--- src/rtl/dm_pkg.sv ---
package dm_pkg;
   typedef enum logic [2:0] {
      OP_NOP  = 3'd0,
      OP_RD   = 3'd1,
      OP_WR   = 3'd2,
      OP_SETB = 3'd3,
      OP_CLRB = 3'd4,
      OP_TSTB = 3'd5,
      OP_LDI  = 3'd6,
      OP_DRSZ = 3'd7
   } dm_op_e;

   typedef enum logic [1:0] {
      AM_DIR = 2'd0,
      AM_X   = 2'd1,
      AM_B   = 2'd2,
      AM_SP  = 2'd3
   } dm_amode_e;
endpackage

--- src/rtl/dm_addr_gen.sv ---
module dm_addr_gen
   import dm_pkg::*;
#(
   parameter int ADDR_W    = 8,
   parameter int LOW_DEPTH = 112,
   parameter int WIN_BASE  = 240,
   parameter int WIN_DEPTH = 16
) (
   input  logic [1:0]        amode_i,
   input  logic [ADDR_W-1:0] addr_i,
   input  logic [ADDR_W-1:0] ptr_x_i,
   input  logic [ADDR_W-1:0] ptr_b_i,
   input  logic [ADDR_W-1:0] ptr_sp_i,
   output logic [ADDR_W-1:0] eff_o,
   output logic              low_hit_o,
   output logic              win_hit_o
);
   localparam logic [ADDR_W:0] LOW_END = (ADDR_W+1)'(LOW_DEPTH);
   localparam logic [ADDR_W:0] WIN_LO  = (ADDR_W+1)'(WIN_BASE);
   localparam logic [ADDR_W:0] WIN_HI  = (ADDR_W+1)'(WIN_BASE + WIN_DEPTH);

   logic [ADDR_W:0] eff_ext;

   always_comb begin
      unique case (dm_amode_e'(amode_i))
         AM_X:    eff_o = ptr_x_i;
         AM_B:    eff_o = ptr_b_i;
         AM_SP:   eff_o = ptr_sp_i;
         default: eff_o = addr_i;
      endcase
   end

   assign eff_ext   = {1'b0, eff_o};
   assign low_hit_o = eff_ext < LOW_END;
   assign win_hit_o = (eff_ext >= WIN_LO) && (eff_ext < WIN_HI);
endmodule

--- src/rtl/dm_regwin.sv ---
module dm_regwin #(
   parameter int          DATA_W    = 8,
   parameter int          WIN_DEPTH = 16,
   parameter int          X_OFS     = 12,
   parameter int          B_OFS     = 13,
   parameter int          SP_OFS    = 14,
   parameter logic [7:0]  SP_INIT   = 8'h6F,
   localparam int         WIN_AW    = $clog2(WIN_DEPTH)
) (
   input  logic              clk,
   input  logic              rst_n,
   input  logic              we_i,
   input  logic [WIN_AW-1:0] idx_i,
   input  logic [DATA_W-1:0] wdata_i,
   output logic [DATA_W-1:0] rdata_o,
   output logic [DATA_W-1:0] ptr_x_o,
   output logic [DATA_W-1:0] ptr_b_o,
   output logic [DATA_W-1:0] ptr_sp_o
);
   logic [DATA_W-1:0] regs [WIN_DEPTH];

   for (genvar g = 0; g < WIN_DEPTH; g++) begin : g_byte
      logic [DATA_W-1:0] q;
      logic              sel;
      assign sel = we_i && (idx_i == WIN_AW'(g));
      if (g == SP_OFS) begin : g_rst
         always_ff @(posedge clk or negedge rst_n) begin
            if (!rst_n)   q <= DATA_W'(SP_INIT);
            else if (sel) q <= wdata_i;
         end
      end else begin : g_plain
         always_ff @(posedge clk) begin
            if (sel) q <= wdata_i;
         end
      end
      assign regs[g] = q;
   end

   assign rdata_o  = regs[idx_i];
   assign ptr_x_o  = regs[X_OFS];
   assign ptr_b_o  = regs[B_OFS];
   assign ptr_sp_o = regs[SP_OFS];
endmodule

--- src/rtl/dm_lowram.sv ---
module dm_lowram #(
   parameter int  DATA_W = 8,
   parameter int  DEPTH  = 112,
   localparam int AW     = $clog2(DEPTH)
) (
   input  logic              clk,
   input  logic              we_i,
   input  logic [AW-1:0]     idx_i,
   input  logic [DATA_W-1:0] wdata_i,
   output logic [DATA_W-1:0] rdata_o
);
   logic [DATA_W-1:0] mem [DEPTH];

   always_ff @(posedge clk) begin
      if (we_i) mem[idx_i] <= wdata_i;
   end

   assign rdata_o = mem[idx_i];
endmodule

--- src/rtl/dm_bitmem.sv ---
module dm_bitmem
   import dm_pkg::*;
#(
   parameter int          DATA_W    = 8,
   parameter int          ADDR_W    = 8,
   parameter int          LOW_DEPTH = 112,
   parameter int          WIN_BASE  = 240,
   parameter int          WIN_DEPTH = 16,
   parameter int          X_OFS     = 12,
   parameter int          B_OFS     = 13,
   parameter int          SP_OFS    = 14,
   parameter logic [7:0]  SP_INIT   = 8'h6F,
   localparam int         BIT_W     = $clog2(DATA_W)
) (
   input  logic              clk,
   input  logic              rst_n,
   input  logic [2:0]        op_i,
   input  logic [1:0]        amode_i,
   input  logic [ADDR_W-1:0] addr_i,
   input  logic [BIT_W-1:0]  bit_i,
   input  logic [DATA_W-1:0] wdata_i,
   output logic [DATA_W-1:0] rdata_o,
   output logic              bit_o,
   output logic              skip_o
);
   localparam int LOW_AW = $clog2(LOW_DEPTH);
   localparam int WIN_AW = $clog2(WIN_DEPTH);

   if (DATA_W != ADDR_W) begin : g_bad_width
      $error("pointer bytes must be as wide as the address");
   end
   if (LOW_DEPTH > WIN_BASE) begin : g_bad_overlap
      $error("low RAM overlaps the register window");
   end
   if ((WIN_BASE % WIN_DEPTH) != 0 || (1 << WIN_AW) != WIN_DEPTH) begin : g_bad_align
      $error("window must be a power of two and aligned to its size");
   end
   if (WIN_BASE + WIN_DEPTH > (1 << ADDR_W)) begin : g_bad_top
      $error("window exceeds the address space");
   end
   if (X_OFS >= WIN_DEPTH || B_OFS >= WIN_DEPTH || SP_OFS >= WIN_DEPTH) begin : g_bad_ptr
      $error("pointer offsets must lie inside the window");
   end

   dm_op_e            op;
   logic [ADDR_W-1:0] eff;
   logic              low_hit, win_hit, eff_hit;
   logic [DATA_W-1:0] ptr_x, ptr_b, ptr_sp;
   logic [DATA_W-1:0] low_rd, win_rd, cur_byte, new_byte, mask;
   logic              wr_en;
   logic [DATA_W-1:0] rdata_q;
   logic              bit_q, skip_q;

   assign op = dm_op_e'(op_i);

   dm_addr_gen #(
      .ADDR_W(ADDR_W), .LOW_DEPTH(LOW_DEPTH),
      .WIN_BASE(WIN_BASE), .WIN_DEPTH(WIN_DEPTH)
   ) agen_i (
      .amode_i(amode_i), .addr_i(addr_i),
      .ptr_x_i(ptr_x), .ptr_b_i(ptr_b), .ptr_sp_i(ptr_sp),
      .eff_o(eff), .low_hit_o(low_hit), .win_hit_o(win_hit)
   );

   dm_lowram #(.DATA_W(DATA_W), .DEPTH(LOW_DEPTH)) lram_i (
      .clk(clk), .we_i(wr_en && low_hit), .idx_i(LOW_AW'(eff)),
      .wdata_i(new_byte), .rdata_o(low_rd)
   );

   dm_regwin #(
      .DATA_W(DATA_W), .WIN_DEPTH(WIN_DEPTH),
      .X_OFS(X_OFS), .B_OFS(B_OFS), .SP_OFS(SP_OFS), .SP_INIT(SP_INIT)
   ) rwin_i (
      .clk(clk), .rst_n(rst_n), .we_i(wr_en && win_hit), .idx_i(WIN_AW'(eff)),
      .wdata_i(new_byte), .rdata_o(win_rd),
      .ptr_x_o(ptr_x), .ptr_b_o(ptr_b), .ptr_sp_o(ptr_sp)
   );

   assign eff_hit  = low_hit || win_hit;
   assign cur_byte = low_hit ? low_rd : (win_hit ? win_rd : '0);
   assign mask     = DATA_W'(1) << bit_i;

   always_comb begin
      new_byte = cur_byte;
      wr_en    = 1'b0;
      unique case (op)
         OP_WR:   begin new_byte = wdata_i;            wr_en = 1'b1;    end
         OP_SETB: begin new_byte = cur_byte | mask;    wr_en = 1'b1;    end
         OP_CLRB: begin new_byte = cur_byte & ~mask;   wr_en = 1'b1;    end
         OP_LDI:  begin new_byte = wdata_i;            wr_en = win_hit; end
         OP_DRSZ: begin new_byte = cur_byte - 1'b1;    wr_en = win_hit; end
         default: ;
      endcase
   end

   always_ff @(posedge clk or negedge rst_n) begin
      if (!rst_n) begin
         rdata_q <= '0;
         bit_q   <= 1'b0;
         skip_q  <= 1'b0;
      end else begin
         if (op == OP_RD)   rdata_q <= cur_byte;
         if (op == OP_TSTB) bit_q   <= cur_byte[bit_i];
         skip_q <= (op == OP_DRSZ) && win_hit && (cur_byte == DATA_W'(1));
      end
   end

   assign rdata_o = rdata_q;
   assign bit_o   = bit_q;
   assign skip_o  = skip_q;
endmodule

--- config.mk ---
export PLATFORM = sky130hd
export DESIGN_NAME = dm_bitmem
export DESIGN_NICKNAME = d
export VERILOG_FILES = /design/src/rtl/dm_pkg.sv /design/src/rtl/dm_addr_gen.sv /design/src/rtl/dm_regwin.sv /design/src/rtl/dm_lowram.sv /design/src/rtl/dm_bitmem.sv
export SDC_FILE = /design/constraint.sdc
export NUM_CORES = 1
export LEC_CHECK = 0
export BUFFER_PORTS_ARGS = -buffer_cell sky130_fd_sc_hd__buf_2
export CORE_AREA = 10 10 358 533
export DETAILED_ROUTE_END_ITERATION = 10
export DIE_AREA = 0 0 368 543
export GPL_ROUTABILITY_DRIVEN = 0
export PLACE_DENSITY = 0.38
export SYNTH_ARGS = -nofsm -noshare
export SYNTH_HDL_FRONTEND = slang
export SYNTH_HIERARCHICAL = 1
export SYNTH_SLANG_ARGS = --single-unit
export TNS_END_PERCENT = 100
--- constraint.sdc ---
create_clock -name clk -period 25.7 [get_ports clk]
set_input_delay 3.855 -clock clk [delete_from_list [all_inputs] [get_ports clk]]
set_output_delay 3.855 -clock clk [all_outputs]
set_load 0.02 [all_outputs]
==> Word level (Yosys, flattened, before mapping) <==
Memory sizes are Yosys's and may differ from the RTL's.
Cells that the tools add are included.
{ "op_classes": {"eq_ne": 26, "n_mux": 12, "add_sub_neg": 1, "n_bitwise": 4, "shift": 1, "order_cmp": 5, "n_reduce_logical": 25} }
{ "op_table": {"columns": ["cell", "count"], "rows": [
  ["8-bit binary-select mux with 4-bit select", 1],
  ["4-bit == test, second input constant", 8],
  ["8-bit 2-to-1 mux", 4],
  ["8-bit case mux with 4 select lines", 1],
  ["8-bit case mux with 3 select lines", 1],
  ["1-bit logical AND", 21],
  ["4-bit by 3-bit == test with 1-bit output, second input constant", 4],
  ["3-bit == test, second input constant", 4],
  ["8-bit by 9-bit < comparator with 1-bit output, second input constant", 1],
  ["8-bit bitwise AND", 1],
  ["4-bit by 2-bit == test with 1-bit output, second input constant", 2],
  ["8-bit by 1-bit == test with 1-bit output, second input constant", 1],
  ["8-bit greater-or-equal comparator, second input constant", 1],
  ["8-bit by 7-bit < comparator with 1-bit output, second input constant", 1],
  ["8-bit NOT", 1],
  ["8-bit OR", 1],
  ["1-bit by 3-bit << shifter with 8-bit output, first input constant", 1],
  ["8-bit by 1-bit subtractor with 8-bit output, second input constant", 1],
  ["3-bit by 2-bit == test with 1-bit output, second input constant", 2],
  ["5-bit greater-or-equal comparator, second input constant", 1],
  ["4-bit NOT with 5-bit output", 1],
  ["2-bit == test, second input constant", 2],
  ["4-bit by 1-bit == test with 1-bit output, second input constant", 1],
  ["4-bit zero test", 1],
  ["8 further kinds", 11]
]} }
{ "word_totals": {"reg_bits": 138, "n_memories": 1, "ram_bits": 896, "out_inout_bits": 10, "elab_cells": 94, "inputBits": 26} }
{ "memory_table": {"columns": ["name", "depth", "word_bits", "rd", "rd_ports_with_merged_regs", "write_ports", "line_no", "rtl"], "rows": [
  ["lram_i.mem", 112, 8, 1, 0, 1, "dm_lowram.sv:12", "logic [DATA_W-1:0] mem [DEPTH];"]
]} }

==> Depth between registers and ports, before layout <==
Gate-level depths: netlist of run 1.
{ "logic_depth": {"word_depth": 10, "mapped_depth": 20, "depth_no_buf": 14} }

==> Modules after synthesis <==
The synthesis of run 1 kept the hierarchy.
{ "modules_own_cells": {"columns": ["module", "cells_each", "seq_area_each_um2", "area_per_inst_um2", "instances"], "rows": [
  ["dm_lowram", 2073, 26905.8, 34974.8, 1],
  ["dm_regwin", 230, 3811.2, 4976.0, 1],
  ["dm_bitmem", 159, 250.2, 1136.1, 1],
  ["dm_addr_gen", 12, 0.0, 232.7, 1]
]} }

==> Worst setup path after synthesis of run 1 <==
No wires, ideal clock.
{ "synth_timing": {"kind": "input port to flip-flop", "start": "input port amode_i[0]", "end": "memory lram_i.mem[0][1] (data pin)", "t_required_ps": 24809, "arrival_time_ps": 10881, "slack_ps": 13928, "setup_ps": 891, "cell_stages": 18, "path_cell_list": "buf_6 > mux4_1 > buf_2 > buf_4 > buf_4 > buf_4 > buf_2 > a221oi_1 > nor2_1 > o311ai_0 > nand4_1 > a311o_1 > a22oi_1 > ha_1 > o22ai_1 > a31o_2 > o22ai_1 > a21oi_1"} }
{ "synth_between": {"word_cells_on_any_way": 19, "classes_between": "add/sub (1); order compare (3); eq/ne (3); mux (7); bitwise (3); reduce/logical (1); memory (1)"} }
{ "synth_rtl": {"columns": ["element", "line_no", "rtl"], "rows": [
  ["start, declared", "dm_bitmem.sv:18", "input logic [1:0] amode_i,"],
  ["2-bit == test / 2-bit by 1-bit == test with 1-bit output (equally long branches)", "dm_addr_gen.sv:25", "unique case (dm_amode_e'(amode_i))"],
  ["8-bit case mux with 3 select lines (*)", "dm_addr_gen.sv:25", null],
  ["via eff[2]", "dm_bitmem.sv:46", "logic [ADDR_W-1:0] eff;"],
  ["memory 112 x 8 bit (*)", null, null],
  ["via low_rd[1]", "dm_bitmem.sv:49", "logic [DATA_W-1:0] low_rd, win_rd, cur_byte, new_byte, mask;"],
  ["8-bit 2-to-1 mux (*)", "dm_bitmem.sv:80", "assign cur_byte = low_hit ? low_rd : (win_hit ? win_rd : '0);"],
  ["8-bit by 1-bit subtractor with 8-bit output (tied with other cells)", "dm_bitmem.sv:91", "OP_DRSZ: begin new_byte = cur_byte - 1'b1; wr_en = win_hit; end"],
  ["8-bit case mux with 4 select lines (*)", "dm_bitmem.sv:86", "unique case (op)"],
  ["via new_byte[1]", "dm_bitmem.sv:49", null],
  ["end, declared", "dm_lowram.sv:12", null]
]} }
Mark *: on every way through the listed nets, which the timed path passes. The rest lies on a longest branch. The select of a mux whose other input is x is not followed.

==> Worst setup path after layout of run 1 <==
{ "layout_timing": {"start": "input port amode_i[0]", "end": "register rwin_i.g_byte[14].q[7], in the netlist rwin_i/ptr_sp_o[7]"} }
{ "layout_between": {"word_cells_on_any_way": 23, "classes_between": "add/sub (1); order compare (3); eq/ne (4); mux (8); bitwise (3); reduce/logical (3); memory (1)"} }
{ "layout_rtl": {"columns": ["element", "line_no", "rtl"], "rows": [
  ["2-bit == test / 2-bit by 1-bit == test with 1-bit output (equally long branches)", "dm_addr_gen.sv:25", null],
  ["8-bit case mux with 3 select lines (*)", "dm_addr_gen.sv:25", null],
  ["via eff[2]", "dm_bitmem.sv:46", null],
  ["memory 112 x 8 bit (*)", null, null],
  ["via low_rd[4]", "dm_bitmem.sv:49", null],
  ["8-bit 2-to-1 mux (*)", "dm_bitmem.sv:80", null],
  ["8-bit by 1-bit subtractor with 8-bit output (*)", "dm_bitmem.sv:91", null],
  ["8-bit case mux with 4 select lines (*)", "dm_bitmem.sv:86", null],
  ["via new_byte[7]", "dm_bitmem.sv:49", null],
  ["end signal, assigned", "dm_regwin.sv:28", "if (!rst_n) q <= DATA_W'(SP_INIT);"],
  ["end signal, assigned", "dm_regwin.sv:29", "else if (sel) q <= wdata_i;"],
  ["end, declared", "dm_regwin.sv:23", "logic [DATA_W-1:0] q;"]
]} }
Marks and branches as above.
A chain may end at the register's enable or synchronous reset.

==> results of run 1 <==
[worst min-delay path: cells and delay by family (launching register included)]
family / cells / cell delay [ns]
AO/OA/AOI/OAI: 1 / 0.11
flip-flops: 1 / 0.35
AND/OR/NAND/NOR: 1 / 0.05
[cells by family after synthesis]
kind of cell	after synthesis	share of synthesized area
DFF	1034	0.7495
AOI/OAI and AO/OA	639	0.1153
and+or+nand+nor	404	0.04373
muxes	196	0.06753
buffers and inverters	193	0.02210
xor gates and xnor gates	6	0.001272
adders and majority gates	2	0.0006055
[layout make-up]
cell class                 count  area (um^2)  share of cell area
timing repair buffer         132        903.4             0.01891
multi-input combinational   1247         9599              0.2009
inverter                      11        45.04           0.0009428
clock inverter                68        724.4             0.01516
sequential                  1034        30970              0.6482
tap                         2412         3018             0.06317
clock buffer                 114         2512             0.05259
antenna                        2        5.005           0.0001048
[synthesized netlist by cell type, types with 7 or more instances]
library cell	instances	area, um^2
a22o_1	24	210.2
nand2_1	94	352.8
a21oi_1	76	380.4
a221oi_1	180	1577
dfrtp_1	12	300.3
inv_1	8	30.03
mux2i_1	95	950.9
nor2b_1	34	212.7
o22a_1	11	96.34
a31oi_1	16	100.1
and2_1	7	43.79
a22oi_1	106	795.8
nor3_1	18	90.09
clkbuf_1	89	334.1
o221ai_1	16	140.1
nand2b_1	9	56.30
a32oi_1	8	70.07
mux4_2	57	1284
mux2_2	40	450.4
o22ai_1	42	262.8
buf_1	15	56.30
buf_6	9	101.4
a211oi_1	11	82.58
buf_4	13	97.59
buf_2	55	275.3
o21ai_0	71	355.3
a221o_1	7	70.07
edfxtp_1	1016	30510
nor2_1	189	709.4
nand3_1	21	105.1
[report_power, final]
part	total [uW]	switching (uW)	internal, uW
Combinational	389	300	88.5
Clock	1480	663	817
Sequential	1930	2.66	1930
Total	3800	966	2830
[final timing paths]
path                                     from            endpoint  cells past startpoint
setup / recovery                   amode_i[0]  rwin_i/ptr_sp_o[7]                     18
hold / removal                     rdata_o[2]          rdata_o[2]                      2
setup reg to reg           rwin_i/ptr_sp_o[2]  rwin_i/ptr_sp_o[7]                     17
hold reg to reg                    rdata_o[2]          rdata_o[2]                      2
max in group asynchronous               rst_n  rwin_i/ptr_sp_o[2]                      1
min in group asynchronous               rst_n          rdata_o[5]                      1
[metal layers]
layer | up-vias | wire, um | track usage
met3 | 217 | 7805 | 0.01882
met5 | - | 0 | 0
met1 | 13180 | 57810 | 0.1710
met2 | 943 | 80120 | 0.2710
li1 | 10250 | - | -
met4 | 0 | 6589 | 0.06093
[stage by stage]
| stage | hold WS (ns) | cells | utilization |
|---|---|---|---|
| after floorplan | 0.4925 | 2474 | - |
| after global placement | 0.5198 | 4836 | 0.2465 |
| after detailed placement | 0.5201 | 4836 | 0.2465 |
| after CTS | 0.5584 | 5018 | 0.2644 |
| after global routing | 0.5902 | 5019 | 0.2644 |
| final | 0.5478 | 5020 | 0.2644 |
[flip-flops by register name, summed over array words and instances, names as in the netlist]
| register | count |
|---|---|
| skip_o | 1 |
| rdata_o | 8 |
| bit_o | 1 |
| rwin_i/ptr_sp_o | 8 |
| rwin_i/ptr_b_o | 8 |
| rwin_i/ptr_x_o | 8 |
| lram_i/mem | 896 |
| rwin_i/g_byte.q | 104 |
==> impl_metrics.json, run 1 <==
{
  "via_count": 24590,
  "grt_pass1_wl_um": 210700,
  "layout-drive-gt1-share": 0.1616,
  "cts_buffer_depth": 3,
  "fin_setup_tns_ns": 0,
  "synthToLayoutAreaGrowth_pct": 15.62,
  "tightestPinTransition_ns": 1.447,
  "crit_top_cell": "buf_4",
  "hpwl_um": 95410,
  "critPathTopFamily": "compound AO/OA/AOI/OAI gates",
  "final_cell_mix": "edfxtp_1 (1016), nor2_1 (186), a221oi_1 (180)",
  "routed_via_density": 4.899,
  "clock-root-buffer": "clkbuf_16",
  "worst_setup_path_end_kind": "flop",
  "nFillCells": 18500,
  "cp.required_ns": 26.34,
  "finish.instance_area_um2": 47770,
  "power_uw": 3798,
  "ir_worst_vdd_uv": 59.47,
  "portBuffers": 35,
  "wl_um": 152300,
  "dieArea_um2": 199800,
  "cts_made_buffers": 98,
  "syn_area_um2": 41320,
  "pwr_density_cell_nw_per_um2": 79.51,
  "die_h_um": 543,
  "start_kind": "input port",
  "antenna_found_initial": 4,
  "cts_hold_buf": 0,
  "grt_pass1_vias": 25220,
  "drv_slew": 0,
  "cts_tree": "yes",
  "fin_crit_ns": 11.96,
  "grtUsageTotal": 0.1474,
  "h-tree-depth": 3,
  "slowest_delay_ns": 0.92,
  "ios": 36,
  "clock_latency_ns": 0.73,
  "p_leak_uw": 0.01450,
  "fmax_ghz": 0.08359,
  "status": "complete, no violations",
  "fin_skew_ns": 0.03373,
  "synth_edf_count": 1016,
  "drc": 0,
  "syn-num-nets": 2502,
  "wl_per_cell_um": 30.34,
  "ys_types": 84,
  "grt_setup_unrepaired": "false",
  "crit_type": "input port to flop",
  "placed_cell_area_um2": 44530,
  "final_common_cell": "edfxtp_1",
  "overflow": 0,
  "core_um2": 180700,
  "period_share": 0.4655,
  "ctsResizeCount": 0,
  "finalHoldViolations": 0,
  "place_ws_ns": 13.00,
  "r2r_slack_ns": 16.64,
  "maxCapViolations": 0,
  "layout_setup_ws_ns": 13.74,
  "fp.dieW_um": 368,
  "crit_path_top_delay_cell": "mux4_4",
  "ys_seq_elements": 1034,
  "min_path_type": "flop to flop",
  "start_util": 0.2287,
  "firstDrtPassIters": 6,
  "synth_flop_cell": "edfxtp_1",
  "timing.critical_path.cells": "buf_2 > mux4_4 > buf_4 > buf_4 > buf_4 > nor2b_4 > buf_4 > a22oi_1 > o221a_2 > a211oi_1 > o2111ai_1 > o21ai_0 > o21ai_0 > nor4_2 > xor2_1 > o21ai_4 > buf_4 > mux2_2",
  "nets": 2552,
  "grt_max_degree": 89,
  "ys_warn_count": 6,
  "ys_seq_area_frac": 0.7495,
  "cp_max_fo": 88,
  "cts_sinks": 1034,
  "synth_cells": 2474,
  "crit_arrival_ns": 12.60,
  "ant_nets": 0,
  "cts_setup_buffers": 0,
  "syn_area_per_cell_um2": 16.70,
  "setup_viol": 0,
  "row_count": 191,
  "drt-initial-drc-count": 2297,
  "crit_buf_inv": 6,
  "async_flop_share": 0.01741,
  "relSlewSlack": 0.03176,
  "clkTransAtPathRegs_ns": 0.06
}
No activity file was read; power rests on OpenSTA's default activity.
==> run 2: changes to the inputs <==
PLACE_DENSITY = 0.39   (was 0.38)
clock period = 10.5 ns   (was 25.7 ns; I/O delays follow)
==> impl_metrics.json, run 2 (same netlist as run 1, synthesis figures left out) <==
{
  "fin_crit_ns": 7.536,
  "layout-drive-gt1-share": 0.1659,
  "h-tree-depth": 3,
  "ios": 36,
  "pwr_density_cell_nw_per_um2": 195.0,
  "via_count": 24720,
  "overflow": 0,
  "clock-root-buffer": "clkbuf_16",
  "wl_per_cell_um": 29.65,
  "maxCapViolations": 0,
  "drc": 0,
  "p_leak_uw": 0.01458,
  "timing.critical_path.cells": "buf_2 > mux4_4 > and2_2 > buf_4 > a221o_1 > a222oi_1 > o21a_1 > a221o_1 > nand3_1 > a22oi_2 > nand4b_1 > xnor2_1 > o22ai_4 > buf_12",
  "cts_made_buffers": 100,
  "drv_slew": 1,
  "final_common_cell": "edfxtp_1",
  "cts_setup_buffers": 0,
  "ant_nets": 0,
  "nets": 2562,
  "setup_viol": 0,
  "reg_top3": "lram_i/mem (896), rwin_i/g_byte.q (104)",
  "cp_max_fo": 128,
  "violations": "slew limit",
  "start_util": 0.2287,
  "wl_um": 149200,
  "tightestPinTransition_ns": 1.534,
  "crit_top_cell": "a221o_1",
  "ctsResizeCount": 0,
  "cts_sinks": 1034,
  "routed_via_density": 4.913,
  "die_h_um": 543,
  "grt_pass1_vias": 25470,
  "largest_reg_flops": 896,
  "nFillCells": 18390,
  "antenna_found_initial": 3,
  "fin_setup_tns_ns": 0,
  "r2r_slack_ns": 3.66,
  "cts_tree": "yes",
  "grtUsageTotal": 0.1444,
  "r2r_cells": 13,
  "final_cell_mix": "edfxtp_1 (1016), nor2_1 (187), a221oi_1 (180)",
  "whs_path_depth": 2,
  "dieArea_um2": 199800,
  "grt_max_degree": 129,
  "start_kind": "input port",
  "period_share": 0.7177,
  "grt_pass1_wl_um": 207600,
  "slowest_delay_ns": 1.27,
  "final_cells": 5032,
  "fmax_ghz": 0.1327,
  "reg2reg_to": "lram_i/mem[35][6]",
  "drt-initial-drc-count": 2274,
  "worst_setup_path_end_kind": "flop",
  "regMostFlops": "lram_i/mem",
  "whs_endpoint": "rdata_o[0]",
  "worstReg2RegStart": "rwin_i/ptr_sp_o[1]",
  "clock_latency_ns": 0.72,
  "cts_buffer_depth": 3,
  "ir_worst_vdd_uv": 127.3,
  "hpwl_um": 94940,
  "regArea_um2": 30970,
  "firstDrtPassIters": 7,
  "dp.cells": 4844,
  "grt_setup_unrepaired": "false",
  "hold_start": "rdata_o[0]",
  "crit_arrival_ns": 7.91,
  "fp.dieW_um": 368,
  "crit_type": "input port to flop",
  "synthToLayoutAreaGrowth_pct": 16.23,
  "min_path_type": "flop to flop",
  "cts_hold_buf": 0,
  "fin_skew_ns": 0.03608,
  "multiInputGateArea_um2": 9605,
  "core_um2": 180700,
  "row_count": 191,
  "cp.required_ns": 10.88,
  "portBuffers": 35,
  "clkTransAtPathRegs_ns": 0.06,
  "relSlewSlack": -0.02267,
  "status": "finished, violations left",
  "finalHoldViolations": 0,
  "crit_path_top_delay_cell": "a222oi_1"
}
-- run 2: cell count changes in the layout (fill, tap and decap cells not counted), moves of 3 or more --
cell	before	now
clkbuf_1	16	19
buf_4	97	94
clkinv_16	5	0
clkinv_2	22	16
clkbuf_16	98	104
buf_12	0	11
clkinv_1	26	21
clkinvlp_4	2	10
-- run 2: final cells by class --
type | count | share of cell area
Antenna cell | 4 | 0.0002084
Clock buffer | 123 | 0.05568
Clock inverter | 61 | 0.01258
Inverter | 11 | 0.0009379
Multi-Input combinational cell | 1247 | 0.2000
Sequential cell | 1034 | 0.6448
Tap cell | 2412 | 0.06284
Timing Repair Buffer | 140 | 0.02293
-- run 2: how the worst max path moves through the flow --
stage                              endpoint  slack, ns       start  cells past startpoint
after detailed placement  lram_i/mem[70][1]       2.18  amode_i[0]                     16
after global placement    lram_i/mem[67][1]       2.26  amode_i[0]                     16
after floorplan            lram_i/mem[0][1]       1.01  amode_i[0]                     18
after CTS                 lram_i/mem[70][1]       2.94  amode_i[0]                     16
final                     lram_i/mem[35][6]       2.96  amode_i[0]                     14
after global routing      lram_i/mem[70][1]       2.70  amode_i[0]                     17
-- run 2: where the power goes --
part	switching (uW)	internal, uW	total (uW)
logic	737	237	974
clock network	1610	2060	3670
registers	6.21	4710	4720
-- run 2: metal layers --
metal,wire (um),vias to the layer above,global-route usage
li1,-,10270,-
met1,57080,13300,0.1670
met2,79170,940,0.2664
met3,7014,219,0.01840
met4,5953,0,0.05911
met5,0,-,0
-- run 2: critical path: cells and delay by family --
family,cells,cell delay [ns]
and+or+nand+nor,3,0.92
AOI/OAI and AO/OA,6,2.70
muxes,1,1.06
xor gates and xnor gates,1,0.22
buffers and inverters,3,1.08
-- run 2: stage by stage --
stage | hold WS [ns] | util | total power [uW] | area [um^2] | setup WS (ns)
final | 0.5313 | 0.2658 | 9366 | 48020 | 2.964
after global routing | 0.5783 | 0.2658 | 9661 | 48020 | 2.698
after CTS | 0.5404 | 0.2658 | 9465 | 48010 | 2.935
after detailed placement | 0.5114 | 0.2476 | 5792 | 44740 | 2.176
after global placement | 0.5040 | 0.2476 | 5777 | 44740 | 2.258
after floorplan | 0.4925 | - | 5334 | 41320 | 1.008
